===== src/rtl/amon_pkg.sv =====
package amon_pkg;
  localparam int REG_W = 32;

  // control word bit positions
  localparam int C_MASTER  = 31;
  localparam int C_UP_EN   = 30;
  localparam int C_DN_EN   = 29;
  localparam int C_UP_N_LO = 26;
  localparam int C_DN_N_LO = 23;
  localparam int C_AHI_EN  = 21;
  localparam int C_ALO_EN  = 20;
  localparam int C_PERIOD  = 18;
  localparam int C_K_LO    = 10;
  localparam int RUN_N_W   = 3;
  localparam int K_W       = 3;

  // status bit positions
  localparam int S_UP  = 31;
  localparam int S_DN  = 30;
  localparam int S_AHI = 29;
  localparam int S_ALO = 28;

  // word addresses
  localparam int A_CTRL   = 0;
  localparam int A_UPWM   = 1;
  localparam int A_LOWM   = 2;
  localparam int A_AVGLD  = 3;
  localparam int A_AHI    = 4;
  localparam int A_ALO    = 5;
  localparam int A_WGT    = 6;
  localparam int A_AVG    = 7;
  localparam int A_STAT   = 8;
  localparam int A_PERIOD = 9;

  typedef struct packed {
    logic                master;
    logic                up_en;
    logic                dn_en;
    logic [RUN_N_W-1:0]  up_lim;
    logic [RUN_N_W-1:0]  dn_lim;
    logic                ahi_en;
    logic                alo_en;
    logic                periodic;
    logic [K_W-1:0]      k;
  } ctrl_t;

  function automatic ctrl_t decode_ctrl(input logic [REG_W-1:0] w);
    ctrl_t c;
    c.master   = w[C_MASTER];
    c.up_en    = w[C_UP_EN];
    c.dn_en    = w[C_DN_EN];
    c.up_lim   = w[C_UP_N_LO +: RUN_N_W];
    c.dn_lim   = w[C_DN_N_LO +: RUN_N_W];
    c.ahi_en   = w[C_AHI_EN];
    c.alo_en   = w[C_ALO_EN];
    c.periodic = w[C_PERIOD];
    c.k        = w[C_K_LO +: K_W];
    return c;
  endfunction
endpackage


===== src/rtl/amon_period_timer.sv =====
module amon_period_timer #(
  parameter int UNIT_CYCLES = 1000,
  parameter int PER_W       = 8
) (
  input  logic             clk,
  input  logic             rst,
  input  logic             run,
  input  logic [PER_W-1:0] per_lim,
  output logic             period_end
);
  localparam int UW = (UNIT_CYCLES > 1) ? $clog2(UNIT_CYCLES) : 1;
  localparam logic [UW-1:0] UNIT_LAST = UW'(UNIT_CYCLES - 1);

  logic [UW-1:0]    unit_cnt;
  logic [PER_W-1:0] per_cnt;
  logic             unit_wrap;

  assign unit_wrap  = run && (unit_cnt >= UNIT_LAST);
  assign period_end = unit_wrap && (per_cnt >= per_lim);

  always_ff @(posedge clk) begin
    if (rst || !run) begin
      unit_cnt <= '0;
      per_cnt  <= '0;
    end else if (unit_wrap) begin
      unit_cnt <= '0;
      if (per_cnt >= per_lim) per_cnt <= '0;
      else                    per_cnt <= per_cnt + 1'b1;
    end else begin
      unit_cnt <= unit_cnt + 1'b1;
    end
  end

  // the unit counter never runs past its last value
  a_r3_unit_bound: assert property (@(posedge clk) disable iff (rst)
    unit_cnt <= UNIT_LAST);
endmodule


===== src/rtl/amon_accum.sv =====
module amon_accum #(
  parameter int CNT_W = 32,
  parameter int WGT_W = 16
) (
  input  logic             clk,
  input  logic             rst,
  input  logic             run,
  input  logic             event_in,
  input  logic [WGT_W-1:0] weight,
  input  logic             period_end,
  output logic [CNT_W-1:0] sample_q,
  output logic             sample_vld_q
);
  logic [CNT_W-1:0] count_q;
  logic [CNT_W:0]   sum;
  logic [CNT_W-1:0] count_next;

  always_comb begin
    sum = {1'b0, count_q} + ((run && event_in) ? (CNT_W+1)'(weight) : '0);
    count_next = sum[CNT_W] ? {CNT_W{1'b1}} : sum[CNT_W-1:0];
  end

  always_ff @(posedge clk) begin
    if (rst) begin
      count_q      <= '0;
      sample_q     <= '0;
      sample_vld_q <= 1'b0;
    end else begin
      sample_vld_q <= period_end;
      if (!run) begin
        count_q <= '0;
      end else if (period_end) begin
        sample_q <= count_next;
        count_q  <= '0;
      end else begin
        count_q <= count_next;
      end
    end
  end

  // inside a period the count only grows (saturates, never wraps)
  a_r4_no_wrap: assert property (@(posedge clk) disable iff (rst)
    (run && !period_end) |=> (count_q >= $past(count_q)));

  // a sample is only produced from a running channel
  a_r3_sample_when_running: assert property (@(posedge clk) disable iff (rst)
    sample_vld_q |-> $past(run));
endmodule


===== src/rtl/amon_ema.sv =====
module amon_ema #(
  parameter int CNT_W = 32,
  parameter int K_W   = 3
) (
  input  logic             clk,
  input  logic             rst,
  input  logic             vld,
  input  logic [CNT_W-1:0] sample,
  input  logic [K_W-1:0]   k,
  input  logic             ld,
  input  logic [CNT_W-1:0] ld_val,
  input  logic [CNT_W-1:0] hi_wm,
  input  logic [CNT_W-1:0] lo_wm,
  output logic [CNT_W-1:0] avg_q,
  output logic             hi_hit,
  output logic             lo_hit
);
  logic signed [CNT_W:0] diff;
  logic signed [CNT_W:0] step;
  logic signed [CNT_W:0] sum;
  logic [K_W:0]          shamt;
  logic [CNT_W-1:0]      avg_next;

  always_comb begin
    shamt    = {1'b0, k} + 1'b1;
    diff     = $signed({1'b0, sample}) - $signed({1'b0, avg_q});
    step     = diff >>> shamt;
    sum      = $signed({1'b0, avg_q}) + step;
    avg_next = sum[CNT_W] ? '0 : sum[CNT_W-1:0];
    hi_hit   = vld && (avg_next > hi_wm);
    lo_hit   = vld && (avg_next < lo_wm);
  end

  always_ff @(posedge clk) begin
    if (rst)      avg_q <= '0;
    else if (ld)  avg_q <= ld_val;
    else if (vld) avg_q <= avg_next;
  end

  // an update moves the average toward the sample and never past it
  a_r5_toward_sample: assert property (@(posedge clk) disable iff (rst)
    (vld && !ld) |=> ((avg_q >= $past(avg_q) && avg_q <= $past(sample)) ||
                      (avg_q <= $past(avg_q) && avg_q >= $past(sample))));

  // a load lands exactly
  a_r6_load: assert property (@(posedge clk) disable iff (rst)
    ld |=> (avg_q == $past(ld_val)));
endmodule


===== src/rtl/amon_run_counter.sv =====
module amon_run_counter #(
  parameter int N_W = 3
) (
  input  logic           clk,
  input  logic           rst,
  input  logic           en,
  input  logic           vld,
  input  logic           hit,
  input  logic [N_W-1:0] lim,
  output logic           fire
);
  logic [N_W-1:0] cnt_q;

  assign fire = en && vld && hit && (cnt_q >= lim);

  always_ff @(posedge clk) begin
    if (rst || !en) begin
      cnt_q <= '0;
    end else if (vld) begin
      if (!hit || fire) cnt_q <= '0;
      else              cnt_q <= cnt_q + 1'b1;
    end
  end

  // the run restarts after each interrupt
  a_r7_restart_after_fire: assert property (@(posedge clk) disable iff (rst)
    fire |=> (cnt_q == '0));

  // a disabled check holds no partial run
  a_r11_idle_when_off: assert property (@(posedge clk) disable iff (rst)
    !$past(en) |-> (cnt_q == '0));
endmodule


===== src/rtl/bus_activity_monitor.sv =====
module bus_activity_monitor
  import amon_pkg::*;
#(
  parameter int UNIT_CYCLES = 1000,
  parameter int PER_W       = 8,
  parameter int CNT_W       = 32,
  parameter int WGT_W       = 16,
  parameter int ADDR_W      = 4
) (
  input  logic              clk,
  input  logic              rst,
  input  logic              reg_wr,
  input  logic              reg_rd,
  input  logic [ADDR_W-1:0] reg_addr,
  input  logic [REG_W-1:0]  reg_wdata,
  output logic [REG_W-1:0]  reg_rdata,
  input  logic              event_in,
  output logic              irq
);
  localparam int N_DIR = 2;
  localparam int ST_W  = 4;

  logic [REG_W-1:0] ctrl_q;
  logic [CNT_W-1:0] up_wm_q, lo_wm_q, ahi_q, alo_q;
  logic [WGT_W-1:0] wgt_q;
  logic [PER_W-1:0] per_q;
  logic [ST_W-1:0]  stat_q;   // [3]=bit31 .. [0]=bit28

  ctrl_t            c;
  logic             run;
  logic             period_end;
  logic [CNT_W-1:0] sample;
  logic             sample_vld;
  logic [CNT_W-1:0] avg;
  logic             ahi_hit, alo_hit;
  logic             avg_ld;
  logic [ST_W-1:0]  st_set, st_clr, st_en;

  logic [N_DIR-1:0]         dir_en, dir_hit, dir_fire;
  logic [RUN_N_W-1:0]       dir_lim [N_DIR];

  function automatic logic wr_at(input logic [ADDR_W-1:0] a, input int idx);
    return (a == ADDR_W'(idx));
  endfunction

  assign c      = decode_ctrl(ctrl_q);
  assign run    = c.master && c.periodic;
  assign avg_ld = reg_wr && wr_at(reg_addr, A_AVGLD);

  // ---------------- register file ----------------
  always_ff @(posedge clk) begin
    if (rst) begin
      ctrl_q  <= '0;
      up_wm_q <= '0;
      lo_wm_q <= '0;
      ahi_q   <= '0;
      alo_q   <= '0;
      wgt_q   <= '0;
      per_q   <= '0;
    end else if (reg_wr) begin
      if (wr_at(reg_addr, A_CTRL))   ctrl_q  <= reg_wdata;
      if (wr_at(reg_addr, A_UPWM))   up_wm_q <= reg_wdata[CNT_W-1:0];
      if (wr_at(reg_addr, A_LOWM))   lo_wm_q <= reg_wdata[CNT_W-1:0];
      if (wr_at(reg_addr, A_AHI))    ahi_q   <= reg_wdata[CNT_W-1:0];
      if (wr_at(reg_addr, A_ALO))    alo_q   <= reg_wdata[CNT_W-1:0];
      if (wr_at(reg_addr, A_WGT))    wgt_q   <= reg_wdata[WGT_W-1:0];
      if (wr_at(reg_addr, A_PERIOD)) per_q   <= reg_wdata[PER_W-1:0];
    end
  end

  // ---------------- datapath ----------------
  amon_period_timer #(.UNIT_CYCLES(UNIT_CYCLES), .PER_W(PER_W)) u_timer (
    .clk(clk), .rst(rst), .run(run), .per_lim(per_q), .period_end(period_end)
  );

  amon_accum #(.CNT_W(CNT_W), .WGT_W(WGT_W)) u_accum (
    .clk(clk), .rst(rst), .run(run), .event_in(event_in), .weight(wgt_q),
    .period_end(period_end), .sample_q(sample), .sample_vld_q(sample_vld)
  );

  amon_ema #(.CNT_W(CNT_W), .K_W(K_W)) u_ema (
    .clk(clk), .rst(rst), .vld(sample_vld), .sample(sample), .k(c.k),
    .ld(avg_ld), .ld_val(reg_wdata[CNT_W-1:0]), .hi_wm(ahi_q), .lo_wm(alo_q),
    .avg_q(avg), .hi_hit(ahi_hit), .lo_hit(alo_hit)
  );

  // direction 0: above upper threshold, direction 1: below lower threshold
  assign dir_en[0]  = c.master && c.up_en;
  assign dir_en[1]  = c.master && c.dn_en;
  assign dir_hit[0] = sample > up_wm_q;
  assign dir_hit[1] = sample < lo_wm_q;
  assign dir_lim[0] = c.up_lim;
  assign dir_lim[1] = c.dn_lim;

  for (genvar d = 0; d < N_DIR; d++) begin : g_run
    amon_run_counter #(.N_W(RUN_N_W)) u_run (
      .clk(clk), .rst(rst), .en(dir_en[d]), .vld(sample_vld),
      .hit(dir_hit[d]), .lim(dir_lim[d]), .fire(dir_fire[d])
    );
  end

  // ---------------- status and interrupt ----------------
  assign st_set = {dir_fire[0], dir_fire[1], ahi_hit && c.ahi_en, alo_hit && c.alo_en};
  assign st_clr = (reg_wr && wr_at(reg_addr, A_STAT)) ? reg_wdata[REG_W-1 -: ST_W] : '0;
  assign st_en  = {c.up_en, c.dn_en, c.ahi_en, c.alo_en};

  always_ff @(posedge clk) begin
    if (rst) begin
      stat_q <= '0;
      irq    <= 1'b0;
    end else begin
      stat_q <= (stat_q & ~st_clr) | st_set;
      irq    <= |(stat_q & st_en);
    end
  end

  // ---------------- read port ----------------
  logic [REG_W-1:0] rd_d;
  always_comb begin
    rd_d = '0;
    case (reg_addr)
      ADDR_W'(A_CTRL):   rd_d = ctrl_q;
      ADDR_W'(A_UPWM):   rd_d[CNT_W-1:0] = up_wm_q;
      ADDR_W'(A_LOWM):   rd_d[CNT_W-1:0] = lo_wm_q;
      ADDR_W'(A_AHI):    rd_d[CNT_W-1:0] = ahi_q;
      ADDR_W'(A_ALO):    rd_d[CNT_W-1:0] = alo_q;
      ADDR_W'(A_WGT):    rd_d[WGT_W-1:0] = wgt_q;
      ADDR_W'(A_AVG):    rd_d[CNT_W-1:0] = avg;
      ADDR_W'(A_STAT):   rd_d[REG_W-1 -: ST_W] = stat_q;
      ADDR_W'(A_PERIOD): rd_d[PER_W-1:0] = per_q;
      default:           rd_d = '0;
    endcase
  end

  always_ff @(posedge clk) begin
    if (rst)         reg_rdata <= '0;
    else if (reg_rd) reg_rdata <= rd_d;
  end

  // writing all ones to status with no new event leaves it empty
  a_r10_clear_all: assert property (@(posedge clk) disable iff (rst)
    (reg_wr && wr_at(reg_addr, A_STAT) && (&reg_wdata[REG_W-1 -: ST_W]) && st_set == '0)
      |=> (stat_q == '0));

  // a latched status bit stays until cleared
  a_r10_sticky: assert property (@(posedge clk) disable iff (rst)
    (!reg_wr && stat_q[3]) |=> stat_q[3]);

  // with the master enable off no sample is ever produced afterwards
  a_r11_stopped: assert property (@(posedge clk) disable iff (rst)
    (!c.master && !$past(c.master)) |-> !sample_vld);
endmodule


===== config.mk =====
export PLATFORM = sky130hd
export DESIGN_NAME = bus_activity_monitor
export DESIGN_NICKNAME = d
export VERILOG_FILES = /design/src/rtl/amon_pkg.sv /design/src/rtl/amon_period_timer.sv /design/src/rtl/amon_accum.sv /design/src/rtl/amon_ema.sv /design/src/rtl/amon_run_counter.sv /design/src/rtl/bus_activity_monitor.sv
export SDC_FILE = /design/constraint.sdc
export NUM_CORES = 1
export LEC_CHECK = 0
export ABC_AREA = 1
export ABC_CLOCK_PERIOD_IN_PS = 7200
export BUFFER_PORTS_ARGS = -buffer_cell sky130_fd_sc_hd__buf_2
export CAP_MARGIN = 40
export CORE_ASPECT_RATIO = 1.25
export CORE_MARGIN = 10
export CORE_UTILIZATION = 55
export DETAILED_ROUTE_END_ITERATION = 10
export HOLD_SLACK_MARGIN = 0.02
export PLACE_DENSITY = 0.72
export SETUP_SLACK_MARGIN = 0.4
export SLEW_MARGIN = 20
export SYNTH_ARGS = -nofsm -noshare
export SYNTH_HDL_FRONTEND = slang
export SYNTH_HIERARCHICAL = 1
export SYNTH_SLANG_ARGS = --single-unit

===== constraint.sdc =====
create_clock -name clk -period 7.2 [get_ports clk]
set_clock_uncertainty 0.2 [all_clocks]
set_input_delay 1.08 -clock clk [delete_from_list [all_inputs] [get_ports clk]]
set_output_delay 1.08 -clock clk [all_outputs]
set_load 0.005 [all_outputs]

==> results.sh <==
export IMPL_status="completed"
export IMPL_cts_hold_buf=0
export IMPL_synthTopCellsByArea="dfxtp_1 (27%), nand2_1 (14%), ha_1 (11%), inv_1 (8.6%), nor2_1 (6.8%)"
export IMPL_clk_pin_slew_ns=0.06
export IMPL_worst_r2r_path_depth=39
export IMPL_p_total_uw=5070
export IMPL_avgSynthCellArea_um2=6.50
export IMPL_drive_gt1_share_pct=9.87
export IMPL_rr_startpoint="u_accum/sample_q[0]"
export IMPL_tightest_slew_ns=0.964
export IMPL_synth_top_family_by_area="simple AND/OR/NAND/NOR gates"
export IMPL_grt_max_degree=142
export IMPL_final_max_slew_viol_count=0
export IMPL_grt_usage_pct=32.9
export IMPL_fin_tns_setup_ns=0
export IMPL_cp_num_cells=39
export IMPL_startpoint="u_accum/sample_q[0]"
export IMPL_io_pins=74
export IMPL_nets=4177
export IMPL_critPathRequiredTime_ns=7.49
export IMPL_final_hold_violation_count=0
export IMPL_numCtsBuffers=39
export IMPL_vias=25800
export IMPL_synth_edf_count=0
export IMPL_synth_async_reset_ratio_pct=0
export IMPL_irDropWorstVdd_v=0.000179
export IMPL_ys_seq_area_share_pct=27.2
export IMPL_synth_simple_area_share_pct=29.4
export IMPL_fin_crit_ns=6.37
export IMPL_fill_cells=4388
export IMPL_die_x_um=211
export IMPL_wl_per_cell_um=20.4
export IMPL_yosysTopAreaCell="dfxtp_1"
export IMPL_criticalPathCategory="flop to flop"
export IMPL_worst_slack_ns=0.829
export IMPL_syn_area_mm2=0.0251
export IMPL_cp_max_fo=3
export IMPL_synth_seq_cells=342
export IMPL_slew_headroom_pct=35.7
export IMPL_grt_pass1_vias=24100
export IMPL_fin_crit_sh_pct=88.5
export IMPL_drtIter0Drc=2562
export IMPL_critPathSlowestCell="fa_2"
export IMPL_cts_sinks=342
export IMPL_grt_pass1_wl_um=140000
export IMPL_cap_violations=0
export IMPL_ys_warnings_count=6
export IMPL_core_mm2=0.0452
export IMPL_clk_latency_ns=0.57
export IMPL_initial_core_util_pct=55.7
export IMPL_die_h_um=259
export IMPL_dieArea_mm2=0.0547
export IMPL_firstDrtPassIters=8
export IMPL_netlist_instances=3870
export IMPL_cp_slowest_stage_delay_ns=0.36
export IMPL_viasPerCell=5.71
export IMPL_hold_depth=1
export IMPL_drcViolationCount=0
export IMPL_place_ws_ns=0.566
export IMPL_synth_nets=4144
export IMPL_yosys_area_share_xor_xnor_pct=2.16
export IMPL_portBuffers=73
export IMPL_synth_ff_type="dfxtp_1"
export IMPL_synth_top_area_share_pct=27.2
export IMPL_setup_viol=0
export IMPL_synthDistinctLibCells=60
export IMPL_end_kind="flop"
export IMPL_dpl_hpwl_um=70900
export IMPL_powerDensity_mw_per_mm2=183
export IMPL_synth_mux_area_share_pct=0.119
export IMPL_routed_wl_um=92200
export IMPL_drtAntennaViolNets=0
export IMPL_overflow=0
export IMPL_cts_root_buf="clkbuf_16"
export IMPL_min_path_type="flop to flop"
export IMPL_yosysMostFrequentCell="nand2_1"
export IMPL_rows=87
export IMPL_htree_num_levels=2
export IMPL_tritoncts="done"
export IMPL_crit_family="simple AND/OR/NAND/NOR gates"
export IMPL_synthAdderAreaFrac_pct=11.7
export IMPL_place_gp_congestion=1.01
export IMPL_worst_path_buf_inv=8
export IMPL_area_growth_pct=10.3
export IMPL_reg2reg_slack_ns=0.83
export IMPL_synth_compound_area_share_pct=18.0
export IMPL_power_leakage_uw=0.0126
export IMPL_rsz0062_at_grt="false"
export IMPL_antenna_found_initial=1
export IMPL_clockBufferDepth=3
export IMPL_utilization_pct=61.4
export IMPL_synth_common_cells="nand2_1 (954), inv_1 (574), nor2_1 (455)"
export IMPL_min_from="u_timer/unit_cnt[0]"
export IMPL_critPathArrivalTime_ns=6.66
export IMPL_startpoint_type="flop"
export IMPL_max_freq_mhz=157
-- metal layers --
layer,GRT usage [%],vias up,share of wire [%]
li1,-,12600,-
met1,38.8,11800,39
met2,52.9,1072,45
met3,5.75,275,7.6
met4,24.2,0,8.0
met5,0,-,0
-- metrics by stage --
step / hold WS [ns] / cells / area (um2)
6_report: 0.247 / 4511 / 27700
5_1_grt: 0.263 / 4509 / 27700
4_1_cts: 0.252 / 4501 / 27400
3_5_place_dp: 0.239 / 4432 / 26100
3_3_place_gp: 0.234 / 4427 / 26000
2_1_floorplan: 0.218 / 3870 / 25100
-- cell families after synthesis --
kind of cell | count (synthesis)
compound gates | 709
flops | 342
xor+xnor | 62
buf+inv | 738
simple gates | 1783
mux | 3
fa+ha+maj | 233
-- power by group --
group	total [uW]	switching (uW)	leakage, uW	internal [uW]
sequential	1930	16.3	0.00276	1920
combinational	1050	697	0.00920	354
clock	2090	871	0.000631	1220
total	5070	1580	0.0126	3480
-- repair_timing --
action | 4_1_cts | 5_1_grt
gates resized for setup | 0 | 56
endpoints found under the setup margin | 0 | 2
buffers inserted | 0 | 8
-- layout make-up --
cell class                 instances  area (um2)  area share [%]
inverter                         594        2240            8.07
antenna                            2        5.00          0.0181
sequential                       342        6850            24.7
timing repair buffer             136         928            3.35
clock buffer                      53        1090            3.93
clock inverter                    16         219           0.790
multi-input combinational       2790       15700            56.5
tap                              578         723            2.61
-- registers in the layout, summed over array words and instances, names as in the netlist --
signal,flops
ahi_q,32
alo_q,32
ctrl_q,32
lo_wm_q,32
reg_rdata,32
u_accum/count_q,32
u_accum/sample_q,32
u_ema/avg_q,32
up_wm_q,32
wgt_q,16
u_timer/unit_cnt,10
per_q,8
u_timer/per_cnt,8
g_run.u_run/cnt_q,6
stat_q,4
irq,1
u_accum/sample_vld_q,1
-- path summary, 6_finish.rpt --
path                               to
hold reg to reg   u_timer/unit_cnt[0]
setup / recovery            stat_q[1]
hold / removal    u_timer/unit_cnt[0]
setup reg to reg            stat_q[1]
-- cell usage in the layout (no fill, tap or decap), drive strengths merged, types with 29 or more instances in the layout --
| master | Yosys | routed |
|---|---|---|
| a211oi | 146 | 146 |
| a21oi | 249 | 249 |
| a31oi | 53 | 53 |
| buf | 50 | 136 |
| clkbuf | 94 | 53 |
| dfxtp | 342 | 342 |
| ha | 230 | 230 |
| inv | 592 | 596 |
| nand2 | 983 | 983 |
| nand3 | 250 | 250 |
| nand4 | 29 | 29 |
| nor2 | 474 | 474 |
| o21ai | 161 | 161 |
| xor2 | 40 | 40 |
No activity file was read; power rests on OpenSTA's default activity.
